$ cat src/rtl/tick_timer_pkg.sv
package tick_timer_pkg;

    localparam int BUS_W  = 32;
    localparam int ADDR_W = 2;

    typedef enum logic [ADDR_W-1:0] {
        SEL_CTRL    = 2'd0,
        SEL_RELOAD  = 2'd1,
        SEL_COUNT   = 2'd2,
        SEL_CALIB   = 2'd3
    } reg_sel_e;

    // control word bit positions
    localparam int CTRL_EN_BIT   = 0;
    localparam int CTRL_IE_BIT   = 1;
    localparam int CTRL_SRC_BIT  = 2;
    localparam int CTRL_FLAG_BIT = 16;

    // calibration word layout
    localparam int CAL_CNT_W     = 24;
    localparam int CAL_SKEW_BIT  = 30;
    localparam int CAL_NOREF_BIT = 31;

    typedef struct packed {
        logic clksrc;
        logic tickint;
        logic enable;
    } ctrl_t;

endpackage

$ cat src/rtl/tick_ctrl_regs.sv
module tick_ctrl_regs
    import tick_timer_pkg::*;
#(
    parameter int CNT_W     = 24,
    parameter bit CAL_NOREF = 1'b0
) (
    input  logic             clk,
    input  logic             rst_n,
    input  logic             wr_ctrl,
    input  logic             wr_reload,
    input  logic [BUS_W-1:0] wdata,
    output ctrl_t            ctrl_o,
    output logic [CNT_W-1:0] reload_o
);

    typedef struct packed {
        ctrl_t            ctrl;
        logic [CNT_W-1:0] reload;
    } regs_t;

    regs_t regs_d, regs_q;

    always_comb begin
        regs_d = regs_q;
        if (wr_ctrl) begin
            regs_d.ctrl.enable  = wdata[CTRL_EN_BIT];
            regs_d.ctrl.tickint = wdata[CTRL_IE_BIT];
            regs_d.ctrl.clksrc  = wdata[CTRL_SRC_BIT];
        end
        if (wr_reload) begin
            regs_d.reload = wdata[CNT_W-1:0];
        end
    end

    always_ff @(posedge clk) begin
        if (!rst_n) begin
            regs_q <= '0;
        end else begin
            regs_q <= regs_d;
        end
    end

    assign ctrl_o.enable  = regs_q.ctrl.enable;
    assign ctrl_o.tickint = regs_q.ctrl.tickint;

    generate
        if (CAL_NOREF) begin : g_noref
            // no reference clock: source select is stuck at processor clock
            assign ctrl_o.clksrc = 1'b1;
        end else begin : g_ref
            assign ctrl_o.clksrc = regs_q.ctrl.clksrc;
        end
    endgenerate

    assign reload_o = regs_q.reload;

endmodule

$ cat src/rtl/tick_counter.sv
module tick_counter
    import tick_timer_pkg::*;
#(
    parameter int CNT_W = 24
) (
    input  logic             clk,
    input  logic             rst_n,
    input  ctrl_t            ctrl,
    input  logic [CNT_W-1:0] reload,
    input  logic             ref_tick,
    input  logic             clr_count,
    input  logic             rd_status,
    output logic [CNT_W-1:0] count_o,
    output logic             flag_o,
    output logic             irq_o
);

    localparam logic [CNT_W-1:0] ONE = CNT_W'(1);

    typedef struct packed {
        logic [CNT_W-1:0] count;
        logic             flag;
        logic             irq;
    } cnt_state_t;

    cnt_state_t st_d, st_q;
    logic       tick;
    logic       hit;

    assign tick = ctrl.enable && (ctrl.clksrc || ref_tick);

    always_comb begin
        st_d     = st_q;
        st_d.irq = 1'b0;
        hit      = 1'b0;
        if (clr_count) begin
            st_d.count = '0;
            st_d.flag  = 1'b0;
        end else begin
            if (tick) begin
                if (st_q.count == '0) begin
                    st_d.count = reload;
                end else begin
                    st_d.count = st_q.count - ONE;
                    hit        = (st_q.count == ONE);
                end
            end
            if (hit) begin
                st_d.flag = 1'b1;
                st_d.irq  = ctrl.tickint;
            end else if (rd_status) begin
                st_d.flag = 1'b0;
            end
        end
    end

    always_ff @(posedge clk) begin
        if (!rst_n) begin
            st_q <= '0;
        end else begin
            st_q <= st_d;
        end
    end

    assign count_o = st_q.count;
    assign flag_o  = st_q.flag;
    assign irq_o   = st_q.irq;

endmodule

$ cat src/rtl/tick_rdmux.sv
module tick_rdmux
    import tick_timer_pkg::*;
#(
    parameter int                   CNT_W     = 24,
    parameter logic [CAL_CNT_W-1:0] CAL_TENMS = '0,
    parameter bit                   CAL_SKEW  = 1'b0,
    parameter bit                   CAL_NOREF = 1'b0
) (
    input  logic             rd_en,
    input  reg_sel_e         sel,
    input  ctrl_t            ctrl,
    input  logic             flag,
    input  logic [CNT_W-1:0] reload,
    input  logic [CNT_W-1:0] count,
    output logic [BUS_W-1:0] rdata
);

    localparam logic [BUS_W-1:0] CAL_WORD =
        (BUS_W'(CAL_NOREF) << CAL_NOREF_BIT) |
        (BUS_W'(CAL_SKEW)  << CAL_SKEW_BIT)  |
        BUS_W'(CAL_TENMS);

    logic [BUS_W-1:0] ctrl_word;

    always_comb begin
        ctrl_word                = '0;
        ctrl_word[CTRL_EN_BIT]   = ctrl.enable;
        ctrl_word[CTRL_IE_BIT]   = ctrl.tickint;
        ctrl_word[CTRL_SRC_BIT]  = ctrl.clksrc;
        ctrl_word[CTRL_FLAG_BIT] = flag;
    end

    always_comb begin
        rdata = '0;
        if (rd_en) begin
            unique case (sel)
                SEL_CTRL:   rdata = ctrl_word;
                SEL_RELOAD: rdata = BUS_W'(reload);
                SEL_COUNT:  rdata = BUS_W'(count);
                SEL_CALIB:  rdata = CAL_WORD;
                default:    rdata = '0;
            endcase
        end
    end

endmodule

$ cat src/rtl/tick_timer.sv
module tick_timer
    import tick_timer_pkg::*;
#(
    parameter int                   CNT_W     = 24,
    parameter logic [CAL_CNT_W-1:0] CAL_TENMS = 24'h0F423F,
    parameter bit                   CAL_SKEW  = 1'b0,
    parameter bit                   CAL_NOREF = 1'b0
) (
    input  logic        clk,
    input  logic        rst_n,
    input  logic        bus_rd,
    input  logic        bus_wr,
    input  logic [1:0]  bus_addr,
    input  logic [31:0] bus_wdata,
    output logic [31:0] bus_rdata,
    input  logic        ref_tick,
    output logic        irq
);

    reg_sel_e         sel;
    ctrl_t            ctrl;
    logic [CNT_W-1:0] reload;
    logic [CNT_W-1:0] count;
    logic             flag;
    logic             wr_ctrl, wr_reload, clr_count, rd_status;

    assign sel       = reg_sel_e'(bus_addr);
    assign wr_ctrl   = bus_wr && (sel == SEL_CTRL);
    assign wr_reload = bus_wr && (sel == SEL_RELOAD);
    assign clr_count = bus_wr && (sel == SEL_COUNT);
    assign rd_status = bus_rd && (sel == SEL_CTRL);

    tick_ctrl_regs #(
        .CNT_W     (CNT_W),
        .CAL_NOREF (CAL_NOREF)
    ) u_regs (
        .clk       (clk),
        .rst_n     (rst_n),
        .wr_ctrl   (wr_ctrl),
        .wr_reload (wr_reload),
        .wdata     (bus_wdata),
        .ctrl_o    (ctrl),
        .reload_o  (reload)
    );

    tick_counter #(
        .CNT_W (CNT_W)
    ) u_cnt (
        .clk       (clk),
        .rst_n     (rst_n),
        .ctrl      (ctrl),
        .reload    (reload),
        .ref_tick  (ref_tick),
        .clr_count (clr_count),
        .rd_status (rd_status),
        .count_o   (count),
        .flag_o    (flag),
        .irq_o     (irq)
    );

    tick_rdmux #(
        .CNT_W     (CNT_W),
        .CAL_TENMS (CAL_TENMS),
        .CAL_SKEW  (CAL_SKEW),
        .CAL_NOREF (CAL_NOREF)
    ) u_rd (
        .rd_en  (bus_rd),
        .sel    (sel),
        .ctrl   (ctrl),
        .flag   (flag),
        .reload (reload),
        .count  (count),
        .rdata  (bus_rdata)
    );

endmodule

$ cat config.mk
export PLATFORM = sky130hd
export DESIGN_NAME = tick_timer
export DESIGN_NICKNAME = d
export VERILOG_FILES = /design/src/rtl/tick_timer_pkg.sv /design/src/rtl/tick_ctrl_regs.sv /design/src/rtl/tick_counter.sv /design/src/rtl/tick_rdmux.sv /design/src/rtl/tick_timer.sv
export SDC_FILE = /design/constraint.sdc
export NUM_CORES = 1
export LEC_CHECK = 0
export BUFFER_PORTS_ARGS = -buffer_cell sky130_fd_sc_hd__buf_2
export CAP_MARGIN = 20
export CORE_MARGIN = 3
export CORE_UTILIZATION = 46
export CTS_CLUSTER_SIZE = 10
export DETAILED_ROUTE_END_ITERATION = 10
export PLACE_DENSITY = 0.69
export SKIP_CTS_REPAIR_TIMING = 1
export SLEW_MARGIN = 10
export SYNTH_ARGS = -nofsm -noshare
export SYNTH_HDL_FRONTEND = slang
export SYNTH_SLANG_ARGS = --single-unit
$ cat constraint.sdc
create_clock -name clk -period 5.65 [get_ports clk]
set_input_delay 1.13 -clock clk [delete_from_list [all_inputs] [get_ports clk]]
set_output_delay 1.13 -clock clk [all_outputs]
set_load 0.05 [all_outputs]
==> results.tsv, run 1 <==
stage	metric	value	unit
run_status	status	completed	
drt	wire length on met2	4150	um
flow_run	Max-Cap Viols	0	
synthesis	synth unique cells	59	
final_layout	# diodes	0	
placed_design	GPL Wtd Cong	0.856	
sta	Worst slew margin	0.300	
setup_path	Worst R2R Setup Slack	2.89	ns
setup_path	Worst path max stage delay	0.87	ns
final_layout	Nets	492	
floorplan	I/O pins	72	
sta	Fmax	0.247	GHz
global_routing	vias in the first global route	2933	
setup_path	crit path cell chain	buf_2, nor2b_1, a22oi_1, nor2b_1, buf_2	
floorplan	Starting Density	0.493	
final_layout	Area growth syn-to-layout	10.3	%
final_layout	Util after Layout	0.544	
setup_path	CP bufs+invs	2	
global_routing	gr usage total	0.223	
sta	Max Slew Vio Count	0	
clocking	clk buf depth	2	
drt	WL final	9100	um
synthesis	YS warnings	0	
global_routing	first-pass GRT wire length	14800	um
sta	Period Utilization, post-route	0.717	
power_and_ir_drop	pwr/cell area	234	nW/um^2
drt	drc violations	0	
synthesis	mapped cell area	3240	um^2
global_routing	initial antenna violation count	0	
placed_design	IO buf count	55	
global_routing	largest net degree at the start of global routing	30	
synthesis	asr flop ratio synth	0	
synthesis	post-synthesis register bit count	53	
final_layout	share of layout cells above drive strength 1	0.182	
synthesis	syn_area_per_cell	7.73	um^2
setup_path	CP Class	input port to output pin	
setup_path	critical path capture point type	output pin	
setup_path	Required @ worst endpoint	4.52	ns
clocking	TritonCTS clock tree	done	
sta	final setup violation count	0	
synthesis	sequential share of the synthesized area	0.328	
drt	Wirelength per Cell	16.7	um
drt	drt pass-1 iters	5	
floorplan	core area	6570	um^2
clocking	CTS Root Cell	clkbuf_8	
global_routing	grt total ovfl	0	
clocking	clk sinks	53	
placed_design	HPWL after DPL	6470	um
power_and_ir_drop	worst ir drop on vdd	0.156	mV
placed_design	Cells after DPL	535	
synthesis	Most used DFF post-synth	dfxtp_1	
drt	DR iter-0 viols	223	
floorplan	Die Height	89.9	um
clocking	H-tree levels	2	
synthesis	Synth area leaders	dfxtp_1 (33%), nand2_1 (9.0%), a21boi_0 (7.4%), o21ai_0 (3.6%), nor2b_1 (3.5%)	
setup_path	Critical Path Start Type	input port	
synthesis	Synth top area share	0.328	
drt	Vias	3178	
setup_path	delay-heaviest family, CP	simple AND/OR/NAND/NOR gates	
drt	routed wl met3	489	um
floorplan	die width	89.9	um
clocking	TritonCTS Buffers	5	
final_layout	Finished Layout Cells	544	
synthesis	top-count cell post-synth	nand2_1	
synthesis	synth cell count leaders	nand2_1 (78), dfxtp_1 (53), a21boi_0 (32)	
sta	RSZ-0062 raised after global routing	false	
power_and_ir_drop	P_leak	1.35	nW
clocking	insertion delay to the later sink of the worst-skew pair	0.31	ns
drt	DRT antenna net count	0	
floorplan	Die Footprint	8080	um^2
drt	routed metal-1 wire length	4270	um
sta	Final Critical Period	4.05	ns
sta	Final Skew	0.00615	ns
synthesis	Synth Instances	419	
setup_path	Crit-path slowest cell	nor2b_1	
setup_path	CP arrival	2.92	ns
sta	Hold Fails Final Rpt	0	
drt	Top Layer Used	met4	
clocking	Reg clk slew, reported paths	0.10	ns
setup_path	critical path peak fanout	16	
synthesis	biggest area consumer among synthesized cells	dfxtp_1	
sta	Worst-Margin Slew	1.05	ns
worst_hold_path	Hold Path Class	flop to flop	
drt	DR vias/cell	5.84	
synthesis	EDFF count, synth	0	
sta	Fin Setup TNS	0	ns
floorplan	cell row count	29	
[layer usage]
metal | global-route usage | vias up
met1 | 0.306 | 1511
met4 | 0.0714 | 0
met2 | 0.362 | 101
met3 | 0.0334 | 15
met5 | 0 | -
li1 | - | 1551
[worst register-to-register path: cells and delay by family, from the launching register on]
family / cells / cell delay (ns)
AOI/OAI and AO/OA: 1 / 0.20
DFF: 1 / 0.42
muxes: 1 / 0.57
and+or+nand+nor: 3 / 1.47
[placed cells by master (no fill, tap or decap), types with 4 or more instances in the layout]
cell type | synthesis | routed
conb_1 | 1 | 8
nor2b_1 | 18 | 18
o22ai_1 | 5 | 5
o21ai_0 | 23 | 23
mux2_2 | 4 | 4
nand2_1 | 78 | 78
nand4_1 | 5 | 5
nor3_1 | 7 | 7
dfxtp_1 | 53 | 53
a22oi_1 | 12 | 12
clkbuf_8 | 0 | 5
or4_1 | 4 | 4
nand3_1 | 11 | 11
a21boi_0 | 32 | 32
mux2i_1 | 8 | 8
or3_1 | 5 | 5
o221a_2 | 4 | 4
and2_1 | 4 | 4
a21oi_1 | 15 | 15
buf_2 | 3 | 55
nor2_1 | 22 | 22
inv_1 | 8 | 8
[final timing paths]
| kind | from | endpoint | depth (start not counted) |
|---|---|---|---|
| min reg2reg | u_regs.ctrl_o[1] | u_cnt.irq_o | 2 |
| max | bus_addr[0] | bus_rdata[6] | 5 |
| max reg2reg | u_cnt.count_o[8] | u_cnt.count_o[13] | 5 |
| min | u_regs.ctrl_o[1] | u_cnt.irq_o | 2 |
[cell type report]
type / instances / area (um^2)
timing repair buffer: 59 / 309
clock buffer: 7 / 76.3
fill: 659 / 3000
clock inverter: 1 / 7.51
inverter: 8 / 30.0
multi-input combinational: 323 / 1970
tap: 93 / 116
sequential: 53 / 1060
[flip-flops by register name, indices dropped and copies added, names as in the netlist]
register / count
u_cnt.flag_o: 1
u_regs.ctrl_o: 3
u_cnt.count_o: 24
u_cnt.irq_o: 1
u_regs.reload_o: 24
[where the power goes]
part           internal (mW)  switching [mW]  leakage (nW)
Combinational         0.0767           0.147         0.886
Sequential             0.383          0.0121         0.429
Clock                 0.0881           0.127        0.0385
[cells by family (layout without fill, tap and decap cells)]
kind of cell,Yosys count,count (layout),synth area share
buf+inv,50,75,0.0715
compound gates,122,122,0.265
other cells,1,8,0.00116
flops,53,53,0.328
fa+ha+maj,3,3,0.0116
simple gates,178,178,0.284
mux,12,12,0.0387
[through the flow]
stage / area, um^2 / setup WS [ns] / total power [mW] / hold slack [ns]
final: 3570 / 1.60 / 0.834 / 0.468
after global routing: 3570 / 1.43 / 0.873 / 0.492
after CTS: 3560 / 1.43 / 0.837 / 0.465
after detailed placement: 3480 / 1.43 / 0.623 / 0.447
after global placement: 3470 / 1.52 / 0.615 / 0.448
after floorplan: 3260 / 1.67 / 0.571 / 0.422
Power figures use the tool's default switching activity.
==> run 2: changes to the inputs <==
--- a/config.mk
+++ b/config.mk
@@ -11,7 +11,7 @@
 export CORE_UTILIZATION = 46
 export CTS_CLUSTER_SIZE = 10
 export DETAILED_ROUTE_END_ITERATION = 10
-export PLACE_DENSITY = 0.69
+export PLACE_DENSITY = 0.72
 export SKIP_CTS_REPAIR_TIMING = 1
 export SLEW_MARGIN = 10
 export SYNTH_ARGS = -nofsm -noshare
==> constraint.sdc (replaced) <==
create_clock -name clk -period 3.7 [get_ports clk]
set_input_delay 0.74 -clock clk [delete_from_list [all_inputs] [get_ports clk]]
set_output_delay 0.74 -clock clk [all_outputs]
set_load 0.05 [all_outputs]
==> run 2 against run 1 <==
Non-clock buffer count rose by 3. Wire length shrank 0.91%. Setup slack worse by 0.64 ns. Cell count grew 0.55%. Critical path type unchanged. Cell area grew 0.60%.
==> results.tsv, run 2 (synthesis gave the netlist of run 1 again) <==
stage	metric	value	unit
floorplan	I/O pins	72	
run_status	status	completed	
floorplan	Starting Density	0.493	
final_layout	share of layout cells above drive strength 1	0.192	
final_layout	most frequent cells in the layout	nand2_1 (78), buf_2 (55), dfxtp_1 (53)	
clocking	clk buf depth	2	
final_layout	FF/Latch Area	1060	um^2
sta	Worst-Margin Slew	0.851	ns
setup_path	Critical Path Start Type	input port	
setup_path	delay-heaviest family, CP	buffers and inverters	
sta	Hold Fails Final Rpt	0	
floorplan	cell row count	29	
global_routing	gr usage total	0.221	
drt	drt pass-1 iters	4	
clocking	CTS Root Cell	clkbuf_8	
sta	Max Slew Vio Count	0	
sta	Period Utilization, post-route	0.741	
setup_path	critical path capture point type	output pin	
drt	WL final	9020	um
final_layout	Area growth syn-to-layout	11.0	%
power_and_ir_drop	P_leak	1.37	nW
floorplan	core area	6570	um^2
global_routing	first-pass GRT wire length	14800	um
drt	drc violations	0	
placed_design	IO buf count	55	
setup_path	CP arrival	2.00	ns
final_layout	multi-input logic area	1970	um^2
worst_hold_path	Hold Path Class	flop to flop	
setup_path	crit path cell chain	buf_2, nor2b_1, buf_4, a22oi_1, nor2b_1, buf_2	
setup_path	Worst R2R Path Depth	6	
placed_design	HPWL after DPL	6530	um
sta	Final Critical Period	2.74	ns
global_routing	grt total ovfl	0	
final_layout	# diodes	0	
clocking	H-tree levels	2	
flow_run	Max-Cap Viols	0	
setup_path	Crit-path slowest cell	buf_2	
drt	Vias	3169	
drt	DR vias/cell	5.79	
setup_path	CP Class	input port to output pin	
setup_path	critical path peak fanout	26	
worst_hold_path	WHS Path Cells	2	
setup_path	Worst path max stage delay	0.36	ns
sta	Fin Setup TNS	0	ns
sta	Final Skew	0.00891	ns
global_routing	initial antenna violation count	0	
final_layout	fillers	657	
sta	Fmax	0.365	GHz
placed_design	post-placement cell area	3510	um^2
floorplan	Die Footprint	8080	um^2
placed_design	GPL Wtd Cong	0.895	
setup_path	Required @ worst endpoint	2.96	ns
clocking	TritonCTS clock tree	done	
floorplan	die width	89.9	um
final_layout	Nets	495	
drt	DR iter-0 viols	249	
power_and_ir_drop	Overall Power	1.27	mW
final_layout	commonest non-fill, non-tap cell in the layout	nand2_1	
final_layout	Non-Filler Cell Area, Final	3590	um^2
clocking	insertion delay to the later sink of the worst-skew pair	0.31	ns
global_routing	largest net degree at the start of global routing	30	
floorplan	Die Height	89.9	um
setup_path	CP bufs+invs	3	
sta	Worst slew margin	0.432	
drt	Wirelength per Cell	16.5	um
sta	RSZ-0062 raised after global routing	false	
drt	DRT antenna net count	0	
clocking	Reg clk slew, reported paths	0.10	ns
power_and_ir_drop	pwr/cell area	355	nW/um^2
clocking	clk sinks	53	
clocking	TritonCTS Buffers	5	
power_and_ir_drop	worst ir drop on vdd	0.217	mV
global_routing	vias in the first global route	2962	
sta	final setup violation count	0	
setup_path	WP depth	6	
-- run 2: changes by cell type in the layout (fill, tap and decap cells not counted), sizes merged --
cell,change
clkinv,+2
clkbuf,-2
buf,+3
-- run 2: worst reg2reg max path: stages, from the launching register on --
cell and delay [ns]:
dfxtp_1 0.41, nor4_4 0.43, and4b_1 0.32, nand4_1 0.34
buf_4 0.32, and2_1 0.18, o31ai_1 0.21
-- run 2: area by class of cell --
class	instances	area share
inverters	8	0.00836
repair buffers	62	0.0913
multi-input cells	323	0.549
clock inverters	3	0.00488
well taps	93	0.0324
clock buffers	5	0.0192
flip-flops and latches	53	0.295
-- run 2: worst paths after layout --
check,slack [ns],from,to
worst min register to register,0.46,u_regs.ctrl_o[1],u_cnt.irq_o
worst max register to register,1.42,u_cnt.count_o[8],u_cnt.count_o[1]
worst max-delay path,0.96,bus_addr[1],bus_rdata[6]
worst min-delay path,0.46,u_regs.ctrl_o[1],u_cnt.irq_o
-- run 2: per-layer routing --
layer  routed length [um]  share of wire  track usage  vias up
li1                     -              -            -     1553
met1                 3890           0.43        0.294     1494
met2                 4310           0.48        0.370      107
met3                  639          0.071       0.0301       15
met4                  178          0.020       0.0740        0
met5                    0              0            0        -
-- run 2: per-stage QoR --
stage                     instances  utilization  hold WS, ns  setup WS, ns
after floorplan                 426            -        0.422         0.500
after global placement          539        0.534        0.446         0.982
after detailed placement        539        0.534        0.444         0.951
after CTS                       547        0.547        0.462         0.952
after global routing            547        0.547        0.492         0.828
final                           547        0.547        0.462         0.959
-- run 2: power breakdown --
part           internal (mW)  leakage (nW)  switching (mW)
Clock                  0.131        0.0439           0.197
Combinational          0.119         0.900           0.226
Sequential             0.584         0.429          0.0179
Total                  0.834          1.37           0.440
